`config.mk`:
```
export PLATFORM = sky130hd
export DESIGN_NAME = miss_switch_ctrl
export DESIGN_NICKNAME = d
export VERILOG_FILES = /design/src/rtl/tsw_pkg.sv /design/src/rtl/tsw_penalty_timer.sv /design/src/rtl/tsw_context_store.sv /design/src/rtl/miss_switch_ctrl.sv
export SDC_FILE = /design/constraint.sdc
export NUM_CORES = 1
export LEC_CHECK = 0
export ABC_CLOCK_PERIOD_IN_PS = 1600
export BUFFER_PORTS_ARGS = -buffer_cell sky130_fd_sc_hd__buf_2
export CAP_MARGIN = 40
export CORE_MARGIN = 3
export CORE_UTILIZATION = 51
export CTS_CLUSTER_DIAMETER = 80
export DETAILED_ROUTE_END_ITERATION = 8
export GPL_ROUTABILITY_DRIVEN = 0
export PLACE_DENSITY_LB_ADDON = 0.15
export SYNTH_ARGS = -nofsm -noshare
export SYNTH_HDL_FRONTEND = slang
export SYNTH_HIERARCHICAL = 1
export SYNTH_SLANG_ARGS = --single-unit
```
`constraint.sdc`:
```
create_clock -name clk -period 1.6 [get_ports clk]
set_input_delay 0.08 -clock clk [delete_from_list [all_inputs] [get_ports clk]]
set_output_delay 0.08 -clock clk [all_outputs]
set_load 0.02 [all_outputs]
```
`src/rtl/tsw_pkg.sv`:
```
package tsw_pkg;

  typedef enum logic [1:0] {
    ST_RUN   = 2'd0,
    ST_FLUSH = 2'd1,
    ST_PARK  = 2'd2
  } ctl_state_e;

  typedef struct packed {
    logic go;
    logic tid;
  } pick_t;

  // Choose the next context: prefer the one that did not miss last.
  function automatic pick_t pick_next(input logic [1:0] pend, input logic cur);
    pick_t p;
    logic  o;
    o = ~cur;
    if (!pend[o]) begin
      p.go  = 1'b1;
      p.tid = o;
    end else if (!pend[cur]) begin
      p.go  = 1'b1;
      p.tid = cur;
    end else begin
      p.go  = 1'b0;
      p.tid = cur;
    end
    return p;
  endfunction

  // Clear returned misses, then mark a newly missing context.
  function automatic logic [1:0] pend_update(input logic [1:0] pend,
                                             input logic [1:0] fill,
                                             input logic       set_en,
                                             input logic       set_tid);
    logic [1:0] n;
    n = pend & ~fill;
    if (set_en) n[set_tid] = 1'b1;
    return n;
  endfunction

endpackage

```
`src/rtl/tsw_penalty_timer.sv`:
```
module tsw_penalty_timer #(
  parameter int FLUSH_CYC = 4,
  localparam int CNT_W = (FLUSH_CYC < 2) ? 1 : $clog2(FLUSH_CYC)
) (
  input  logic clk,
  input  logic rst_n,
  input  logic start,
  input  logic busy,
  output logic expired,
  output logic done
);
  logic             active_q;
  logic [CNT_W-1:0] cnt_q;

  assign expired = active_q && (cnt_q == '0);
  assign done    = expired && !busy;

  always_ff @(posedge clk) begin
    if (!rst_n) begin
      active_q <= 1'b0;
      cnt_q    <= '0;
    end else if (start) begin
      active_q <= 1'b1;
      cnt_q    <= CNT_W'(FLUSH_CYC - 1);
    end else if (active_q) begin
      if (cnt_q != '0) cnt_q <= cnt_q - 1'b1;
      else if (!busy)  active_q <= 1'b0;
    end
  end

  // a penalty is never restarted while one is counting
  p_no_restart_r8: assert property (@(posedge clk) disable iff (!rst_n)
    start |-> !active_q);

  // once expired, the timer stays expired while stages are busy
  p_hold_busy_r4: assert property (@(posedge clk) disable iff (!rst_n)
    (expired && busy && !start) |=> expired);
endmodule

```
`src/rtl/tsw_context_store.sv`:
```
module tsw_context_store #(
  parameter int PC_W = 32,
  parameter logic [PC_W-1:0] RESET_PC0 = 32'h0000_1000,
  parameter logic [PC_W-1:0] RESET_PC1 = 32'h0000_2000
) (
  input  logic            clk,
  input  logic            rst_n,
  input  logic            save_en,
  input  logic            save_tid,
  input  logic [PC_W-1:0] save_pc,
  input  logic [1:0]      fill,
  input  logic            rd_tid,
  output logic [PC_W-1:0] rd_pc,
  output logic [1:0]      pend
);
  import tsw_pkg::*;

  logic [1:0] pend_n;
  assign pend_n = pend_update(pend, fill, save_en, save_tid);

  for (genvar t = 0; t < 2; t++) begin : g_ctx
    localparam logic [PC_W-1:0] RST_PC = (t == 0) ? RESET_PC0 : RESET_PC1;
    logic [PC_W-1:0] pc_r;
    logic            pend_r;
    always_ff @(posedge clk) begin
      if (!rst_n) begin
        pc_r   <= RST_PC;
        pend_r <= 1'b0;
      end else begin
        if (save_en && (save_tid == 1'(t))) pc_r <= save_pc;
        pend_r <= pend_n[t];
      end
    end
    assign pend[t] = pend_r;
  end

  assign rd_pc = rd_tid ? g_ctx[1].pc_r : g_ctx[0].pc_r;

  // the running context never has a pending miss when it faults
  p_save_not_pending_r2: assert property (@(posedge clk) disable iff (!rst_n)
    save_en |-> !pend[save_tid]);

  // a fill for a context that is not waiting leaves it not waiting
  p_spurious_fill_r9: assert property (@(posedge clk) disable iff (!rst_n)
    (!pend[0] && !(save_en && !save_tid)) |=> !pend[0]);
endmodule

```
`src/rtl/miss_switch_ctrl.sv`:
```
module miss_switch_ctrl #(
  parameter int PC_W      = 32,
  parameter int STAGES    = 5,
  parameter int FLUSH_CYC = 4,
  parameter logic [PC_W-1:0] RESET_PC0 = 32'h0000_1000,
  parameter logic [PC_W-1:0] RESET_PC1 = 32'h0000_2000
) (
  input  logic              clk,
  input  logic              rst_n,
  input  logic              miss_valid,
  input  logic [PC_W-1:0]   miss_pc,
  input  logic [1:0]        fill_done,
  input  logic [STAGES-1:0] stage_valid,
  output logic              active_tid,
  output logic              flush,
  output logic              stall,
  output logic              redirect_vld,
  output logic [PC_W-1:0]   redirect_pc
);
  import tsw_pkg::*;

  ctl_state_e      state_q, state_n;
  logic            active_q, flush_q, rdr_vld_q;
  logic [PC_W-1:0] rdr_pc_q;

  // named internal events
  logic            accept_miss, timer_done, timer_expired, switch_go, park_go;
  logic [1:0]      pend, pend_eff;
  logic [PC_W-1:0] pick_pc;
  pick_t           pick;

  assign accept_miss = (state_q == ST_RUN) && miss_valid;
  assign pend_eff    = pend & ~fill_done;
  assign pick        = pick_next(pend_eff, active_q);
  assign switch_go   = ((state_q == ST_FLUSH) && timer_done && pick.go) ||
                       ((state_q == ST_PARK) && pick.go);
  assign park_go     = (state_q == ST_FLUSH) && timer_done && !pick.go;

  tsw_penalty_timer #(.FLUSH_CYC(FLUSH_CYC)) i_timer (
    .clk     (clk),
    .rst_n   (rst_n),
    .start   (accept_miss),
    .busy    (|stage_valid),
    .expired (timer_expired),
    .done    (timer_done)
  );

  tsw_context_store #(
    .PC_W(PC_W), .RESET_PC0(RESET_PC0), .RESET_PC1(RESET_PC1)
  ) i_ctx (
    .clk      (clk),
    .rst_n    (rst_n),
    .save_en  (accept_miss),
    .save_tid (active_q),
    .save_pc  (miss_pc),
    .fill     (fill_done),
    .rd_tid   (pick.tid),
    .rd_pc    (pick_pc),
    .pend     (pend)
  );

  always_comb begin
    state_n = state_q;
    unique case (state_q)
      ST_RUN:   if (accept_miss) state_n = ST_FLUSH;
      ST_FLUSH: if (switch_go) state_n = ST_RUN;
                else if (park_go) state_n = ST_PARK;
      ST_PARK:  if (switch_go) state_n = ST_RUN;
      default:  state_n = ST_RUN;
    endcase
  end

  always_ff @(posedge clk) begin
    if (!rst_n) begin
      state_q   <= ST_RUN;
      active_q  <= 1'b0;
      flush_q   <= 1'b0;
      rdr_vld_q <= 1'b0;
      rdr_pc_q  <= '0;
    end else begin
      state_q   <= state_n;
      flush_q   <= accept_miss;
      rdr_vld_q <= switch_go;
      if (switch_go) begin
        active_q <= pick.tid;
        rdr_pc_q <= pick_pc;
      end
    end
  end

  assign active_tid   = active_q;
  assign flush        = flush_q;
  assign stall        = (state_q != ST_RUN);
  assign redirect_vld = rdr_vld_q;
  assign redirect_pc  = rdr_pc_q;

  // an accepted miss flushes and stalls in the next cycle
  p_flush_follows_miss_r2: assert property (@(posedge clk) disable iff (!rst_n)
    accept_miss |=> (flush && stall));

  // a redirect is unstalled and lasts one cycle
  p_redirect_unstalled_r10: assert property (@(posedge clk) disable iff (!rst_n)
    redirect_vld |-> !stall);
  p_redirect_single_r10: assert property (@(posedge clk) disable iff (!rst_n)
    redirect_vld |=> !redirect_vld);

  // once stalled, only a switch ends the stall
  p_stall_hold_r8: assert property (@(posedge clk) disable iff (!rst_n)
    (stall && !switch_go) |=> stall);

  // parking only happens with both contexts waiting
  p_park_both_wait_r6: assert property (@(posedge clk) disable iff (!rst_n)
    (state_q == ST_PARK) |-> (pend == 2'b11));

  // no switch out of the penalty before the timer has expired
  p_switch_after_timer_r4: assert property (@(posedge clk) disable iff (!rst_n)
    ((state_q == ST_FLUSH) && switch_go) |-> timer_expired);
endmodule

```
Yosys cells after proc, flatten, opt, wreduce, memory -nomap -nowiden
Cells that the tools add are included.
- add/sub/neg operators: 1
- magnitude comparators: 3
- equal/unequal tests: 5
- muxes and demuxes: 22
- bitwise gates (word level): 4
- reductions and logical operators: 22
- operators by type and width (operator ; count):
    32-bit 2-to-1 mux ; 1
    2-bit 2-to-1 mux ; 10
    1-bit logical AND ; 10
    1-bit 2-to-1 mux ; 9
    2-bit nonzero test ; 4
    2-bit case mux with 3 select lines ; 1
    5-bit OR reduction ; 1
    2-bit logical NOT ; 2
    1-bit by 2-bit < comparator with 1-bit output, second input constant ; 2
    3-bit != test, second input constant ; 1
    3-bit AND reduction ; 1
    2-bit AND ; 1
    2-bit by 1-bit equality test with 1-bit output, second input constant ; 1
    2-bit equality test, second input constant ; 1
    1-bit logical NOT ; 2
    2-bit by 1-bit != test with 1-bit output, second input constant ; 1
    2-bit != test, second input constant ; 1
    2-bit inverter ; 1
    2-bit OR ; 1
    2-bit AND reduction ; 1
    2-bit by 1-bit subtractor with 2-bit output, second input constant ; 1
    1-bit demux with 1-bit select ; 1
    1-bit greater-or-equal comparator, second input constant ; 1
    1-bit logical OR ; 1
    1-bit inverter ; 1
- flip-flop bits (word level): 106
- input port bits: 42
- output and inout port bits: 36
- word-level logic and storage cells: 68

Logic depth before layout (Yosys ltp)
Gate-level depths: netlist (run 1).
- word-level depth: 11
- gate-level depth with buffers: 10
- depth with buffers taken out: 7

By module
Netlist (run 1), hierarchy kept.
- modules (own cells, without submodules) (module ; times used ; cells each ; area an instance (µm²) ; seq. area each (µm²)):
    tsw_context_store ; 1 ; 293 ; 2955.3 ; 1321.3
    miss_switch_ctrl ; 1 ; 166 ; 1559.0 ; 740.7
    tsw_penalty_timer ; 1 ; 16 ; 158.9 ; 60.1

Worst setup path before layout (run 1)
OpenSTA, ideal clock, no wires.
- path kind: reg-to-reg
- from: register i_timer.cnt_q[0]
- to: register rdr_pc_q[0], in the netlist redirect_pc[0]
- setup time: 0.072 ns
- arrival time: 1.648 ns
- required time: 1.528 ns
- slack: -0.119 ns
- stages on the path, launching flop included: 9
- path buffers: 1
- period minus slack after synthesis: 1.719 ns
- cell sequence: dfxtp_1 -> inv_1 -> ha_1 -> and2_2 -> nor2b_1 -> nand3b_1 -> a21oi_4 -> buf_12 -> mux2i_1
- word-level cells in the longest chain between the ends: 6
- RTL lines (element ; line ; RTL):
    start, declared ; tsw_penalty_timer.sv:13 ; logic [CNT_W-1:0] cnt_q;
    start signal, assigned ; tsw_penalty_timer.sv:24 ; cnt_q <= CNT_W'(FLUSH_CYC - 1);
    start signal, assigned ; tsw_penalty_timer.sv:26 ; if (cnt_q != '0) cnt_q <= cnt_q - 1'b1;
    2-bit logical NOT ; tsw_penalty_timer.sv:15 ; assign expired = active_q && (cnt_q == '0);
    1-bit logical AND ; tsw_penalty_timer.sv:15 ;
    net timer_expired ; miss_switch_ctrl.sv:27 ; logic accept_miss, timer_done, timer_expired, switch_go, park_go;
    1-bit logical AND ; tsw_penalty_timer.sv:16 ; assign done = expired && !busy;
    net timer_done ; miss_switch_ctrl.sv:27 ;
    1-bit logical AND (2 in series) ; miss_switch_ctrl.sv:35 ; assign switch_go = ((state_q == ST_FLUSH) && timer_done && pick.go) ||
    1-bit logical OR ; miss_switch_ctrl.sv:35 ;
    end signal, assigned ; miss_switch_ctrl.sv:86 ; rdr_pc_q <= pick_pc;
    end, declared ; miss_switch_ctrl.sv:24 ; logic [PC_W-1:0] rdr_pc_q;
The timed path passes the listed nets, and every way through them passes these cells.
A chain may end at the register's enable or synchronous reset.

Worst setup path in the final report (run 1)
- from: register i_timer.cnt_q[0]
- to: register rdr_pc_q[18], in the netlist redirect_pc[18]
The elaborated chain is that of the path after synthesis.

==> results of run 1 <==
flip-flops by register name, summed over array words and instances (netlist names):
signal              count
i_ctx/g_ctx.pc_r       64
redirect_pc            32
i_ctx/g_ctx.pend_r      2
i_timer/cnt_q           2
state_q                 2
active_tid              1
flush                   1
i_timer/active_q        1
redirect_vld            1
logic make-up (layout without fill, tap and decap cells):
logic type | Yosys count | count (layout)
flops | 106 | 106
buf+inv | 43 | 163
mux | 126 | 126
compound gates | 14 | 14
xor+xnor | 1 | 1
simple gates | 184 | 184
fa+ha+maj | 1 | 1
routing by layer:
| layer | vias up | share of wire, % |
|---|---|---|
| met3 | 10 | 3.2 |
| met4 | 0 | 0.84 |
| li1 | 1800 | - |
| met2 | 53 | 49 |
| met1 | 1660 | 47 |
| met5 | - | 0 |
placed cells by master, fill, tap and decap left out, types with 2 or more instances in the layout:
cell	count
nand2_1	159
dfxtp_1	103
mux2i_1	95
buf_2	76
dlygate4sd3_1	31
mux2_2	31
buf_4	18
clkbuf_8	10
buf_12	9
inv_1	5
nand2b_1	4
clkbuf_16	4
dfxtp_2	3
o21a_1	3
nand3b_1	2
and3b_2	2
and2_1	2
clkinvlp_4	2
inv_6	2
and2_4	2
nor2b_1	2
inv_2	2
nor2b_4	2
metrics by stage:
step                total power (W)  utilization [%]  area [sq um]  std cells
floorplan                   0.00304                -          4700        475
global placement            0.00315             58.9          5190        647
detailed placement          0.00317             58.9          5190        647
CTS                         0.00491             64.9          5720        695
global route                0.00507             66.9          5890        703
finish                      0.00487             66.9          5890        703
where the power goes:
group / internal (W) / total [W] / switching [W]
registers: 0.00270 / 0.00273 / 0.0000304
logic: 0.000235 / 0.000447 / 0.000212
clock network: 0.000780 / 0.00169 / 0.000909
total: 0.00372 / 0.00487 / 0.00115
critical path, delay by kind of cell, from the launching register on:
family	cells	cell delay [ns]
adders and majority gates	1	0.13
and+or+nand+nor	3	0.41
buffers and inverters	3	0.38
AOI/OAI and AO/OA	1	0.20
muxes	1	0.17
DFF	1	0.32
repair_timing:
action                                 4_1_cts  5_1_grt
setup buffers                                1        3
pin swaps                                    0        3
setup endpoints to repair                   33       40
gates cloned                                 0        5
endpoints found under the hold margin       57        0
hold buffers                                31        0
gates resized for setup                      1        7
path summary, 6_finish.rpt:
kind / start / to / slack, ns / depth (start not counted)
worst max-delay path: i_timer/cnt_q[0] / redirect_pc[18] / -0.10 / 9
worst min-delay path: miss_pc[20] / i_ctx/g_ctx[1].pc_r[20] / 0.02 / 3
worst max register to register: i_timer/cnt_q[0] / redirect_pc[18] / -0.10 / 9
worst min register to register: redirect_pc[12] / redirect_pc[12] / 0.46 / 2
final cells by class:
class	count	area, sq um	share of cell area, %
tap	108	135	2.30
multi-input combinational	326	2260	38.4
clock inverter	6	71.3	1.21
inverter	7	26.3	0.446
sequential	106	2130	36.1
timing repair buffer	140	1130	19.2
clock buffer	10	138	2.34
==> flow_summary.ini, run 1 <==
[status]
status = complete, but fails checks
violations = negative setup slack

[layout]
drive_gt1_share_pct = 29.7
diodes = 0
fill_cells = 692
fin_nets = 633
area_growth_syn_to_layout_pct = 26.0

[worst_setup_path]
worstSetupPathType = flop to flop
cpMaxStageDelayCell = dfxtp_1
path_max_fanout = 5
crit_chain = inv_2 -> ha_4 -> and2_4 -> nor2b_4 -> nand3b_1 -> a21oi_4 -> buf_12 -> clkbuf_16 -> mux2i_1
critPathArrivalTime_ns = 1.98
max_stage_delay_ns = 0.32
startpoint_type = flop
critPathRequiredTime_ns = 1.88
end_kind = flop

[sta]
finClkSkew_ns = 0.0166
finalCritPeriodShare_pct = 106
hold_viol_final = 0
finalMaxSlewViolations = 0
max_freq_ghz = 0.588
min_period_ns = 1.70
max_slew_margin_pct = 62.5
whs_ns = 0.0153
rsz0062_at_grt = true
setup_ws_ns = -0.101
totalNegativeSetupSlack_ns = -2.32
setup-violations-final = 30
tightestPinTransition_ns = 0.562

[floorplanning]
chipHeight_um = 102
design.core.area_sq_um = 8810
rows = 34
pin_count = 78
die_x_um = 102
die_area_sq_um = 10300
initial_core_util_pct = 53.1

[global_routing]
use_met1_pct = 24.1
grt_max_degree = 52
grt_pass1_wl_um = 15900
grtUsageTotal_pct = 19.2
gr-usage-met3_pct = 3.99
grt_pass1_vias = 3488
global_route.usage.met2_pct = 33.8
busiest_layer = met2
grt_overflow = 0
antenna_found_initial = 0

[clocking]
cts_root_buf = clkbuf_8
cts.path.max_buffers = 2
insertion_delay_ns = 0.36
cts-buffers-inserted = 9
htreeDepth = 3
clk_pin_slew_ns = 0.10
tritoncts = done
cts_sinks = 106

[detailed_routing]
dr_total_vias = 3523
dr.pass1.iters = 4
finalWirelength_um = 10100
viasPerCell = 5.01
drc = 0
drt_iter0_drc = 71
ant_nets = 0
wire_per_inst_um = 14.3

[pwr]
p_leak_nw = 2.47
pwr_density_cell_nw_per_um2 = 827
ir_worst_vdd_uv = 406

[logic_synthesis]
synth_cells = 475
synth.area.top_cells = dfxtp_1 45%, mux2i_1 20%, nand2_1 13%
syn_nets = 518
syn_area_sq_um = 4670
synth_warnings = 6
async_reset_ff_share_pct = 0
synth_cell_types = 38
yosysMostFrequentCell = nand2_1
synthMuxAreaShare_pct = 27.8
synthTopCellsByCount = 159 x nand2_1, 106 x dfxtp_1, 95 x mux2i_1
synth-edff-count = 0
synth-xor-area-share_pct = 0.187
syn_avg_cell_area_sq_um = 9.84
ys_ff_latch = 106
synth_top_cell_area_share_pct = 45.4
synth_top_family_by_area = multiplexers
synth.largest_area_cell = dfxtp_1
synthAdderAreaFrac_pct = 0.268
synth_compound_gate_area_share_pct = 2.49
ys.flop_type = dfxtp_1
yosys.area_share.simple_pct = 16.6
ys_seq_area_share_pct = 45.4

[worst_hold_path]
hold_class = input port to flop

[placed_design]
place_hpwl_um = 6500
port_buffers = 77
pre_cts_ws_ns = -0.0875

[job]
maxCapViolations = 0
(Power assumes the default switching activity.)
==> run 2: changes to the inputs <==
ABC_AREA = 1   (was default)
SETUP_SLACK_MARGIN = 0.2   (was default)
==> run 2 against run 1 <==
Against the previous run: the run ends with negative hold slack left; hold slack lost 0.020 ns; largest cell class unchanged; critical path type unchanged; final cell count grew 34%; largest power group unchanged; flip-flop and latch count is the same; clock skew shrank 0.0037 ns.
==> flow_summary.ini, run 2 <==
[worst_hold_path]
hold_class = input port to flop
hold_depth = 3

[floorplanning]
chipHeight_um = 104
rows = 35
die_x_um = 104
initial_core_util_pct = 52.8
pin_count = 78
die_area_sq_um = 10900
design.core.area_sq_um = 9330

[layout]
final_common_cell = nor2_1
fill_cells = 763
multi_input_area_sq_um = 2400
fin_area_sq_um = 6570
diodes = 0
drive_gt1_share_pct = 26.5
area_growth_syn_to_layout_pct = 33.4
largest_reg_flops = 64
regArea_sq_um = 2130
top_register = i_ctx/g_ctx.pc_r
fin_util_pct = 70.4
mostFrequentLayoutCells = 161 x nor2_1, 101 x nand2_1, 101 x dfxtp_1
fin_nets = 849

[worst_setup_path]
r2r_cells = 10
worstSetupPathType = flop to flop
end_kind = flop
startpoint_type = flop
path_max_fanout = 14
critPathRequiredTime_ns = 1.91
critPathArrivalTime_ns = 1.80

[sta]
finClkSkew_ns = 0.0130
setup_ws_ns = 0.109
finalMaxSlewViolations = 0
rsz0062_at_grt = true
tightestPinTransition_ns = 0.399
max_slew_margin_pct = 73.4
max_freq_ghz = 0.671
min_period_ns = 1.49
finalCritPeriodShare_pct = 93.2
hold_viol_final = 3
setup-violations-final = 0
whs_ns = -0.00429

[clocking]
htreeDepth = 3
cts_root_buf = clkbuf_8
clk_pin_slew_ns = 0.09
cts_sinks = 106
tritoncts = done
insertion_delay_ns = 0.38
cts.path.max_buffers = 2
cts-buffers-inserted = 9

[detailed_routing]
ant_nets = 0
viasPerCell = 4.81
dr_total_vias = 4515
drc = 0
drt_iter0_drc = 374
finalWirelength_um = 12600
dr.pass1.iters = 5
wire_per_inst_um = 13.4

[global_routing]
grt_pass1_vias = 3967
grtUsageTotal_pct = 22.2
grt_overflow = 0
grt_max_degree = 37
antenna_found_initial = 0
grt_pass1_wl_um = 19700

[pwr]
p_leak_nw = 2.99
ir_worst_vdd_uv = 440
pwr_density_cell_nw_per_um2 = 743

[placed_design]
port_buffers = 77
pre_cts_ws_ns = 0.0800
placed_cell_area_sq_um = 5500
place_hpwl_um = 7810

[logic_synthesis]
syn_area_sq_um = 4920
syn_nets = 743
synth_warnings = 6
synth_cells = 700
syn_avg_cell_area_sq_um = 7.04

[status]
violations = negative hold slack
status = complete, but fails checks

[job]
maxCapViolations = 0
## run 2: worst max-delay path, cell delays in order (launching register included)
cell     delay, ns
dfxtp_2       0.34
inv_2         0.07
ha_4          0.13
nand2_1       0.06
nor2_2        0.15
nand3_2       0.13
nand2_8       0.16
buf_12        0.12
buf_16        0.12
a21oi_1       0.06
nor2_1        0.09
## run 2: routing by layer
metal	up-vias	part of all wire [%]	track usage, %
met5	-	0	0
met4	0	0.82	5.60
met3	9	5.4	4.28
met2	105	46	33.6
met1	2024	48	32.5
li1	2377	-	-
## run 2: worst paths after layout
| kind | from | endpoint | slack (ns) |
|---|---|---|---|
| max | i_timer/cnt_q[0] | redirect_pc[11] | 0.11 |
| min | miss_pc[17] | i_ctx/g_ctx[1].pc_r[17] | -0.004 |
| max reg2reg | i_timer/cnt_q[0] | redirect_pc[11] | 0.11 |
| min reg2reg | i_ctx/g_ctx[0].pc_r[12] | i_ctx/g_ctx[0].pc_r[12] | 0.47 |
## run 2: layout make-up
cell class,instances,area share (%)
clock buffer,9,1.89
clock inverter,6,0.686
inverter,82,4.80
multi-input combinational,462,36.6
sequential,106,32.4
tap,129,2.46
timing repair buffer,145,21.2
## run 2: per-stage QoR
stage	power, W	hold WS [ns]	setup TNS [ns]	instances
2_1_floorplan	0.00316	0.193	0	700
4_1_cts	0.00484	0.00114	0	931
5_1_grt	0.00509	0.00205	-0.0226	939
6_report	0.00488	-0.00429	0	939
3_5_place_dp	0.00331	0.326	0	878
3_3_place_gp	0.00330	0.319	0	878
## run 2: repair_timing
item                                   4_1_cts  5_1_grt
resized for setup                           60       43
endpoints found under the hold margin       24        0
setup buffers                                8        3
gates cloned                                 6        5
pin swaps                                    7       16
setup endpoints to repair                   78       78
hold buffers                                24        0
## run 2: report_power, final
part           internal [W]  total (W)  switching, W
clock network      0.000560    0.00149      0.000927
registers           0.00273    0.00277     0.0000460
logic              0.000287   0.000621      0.000334
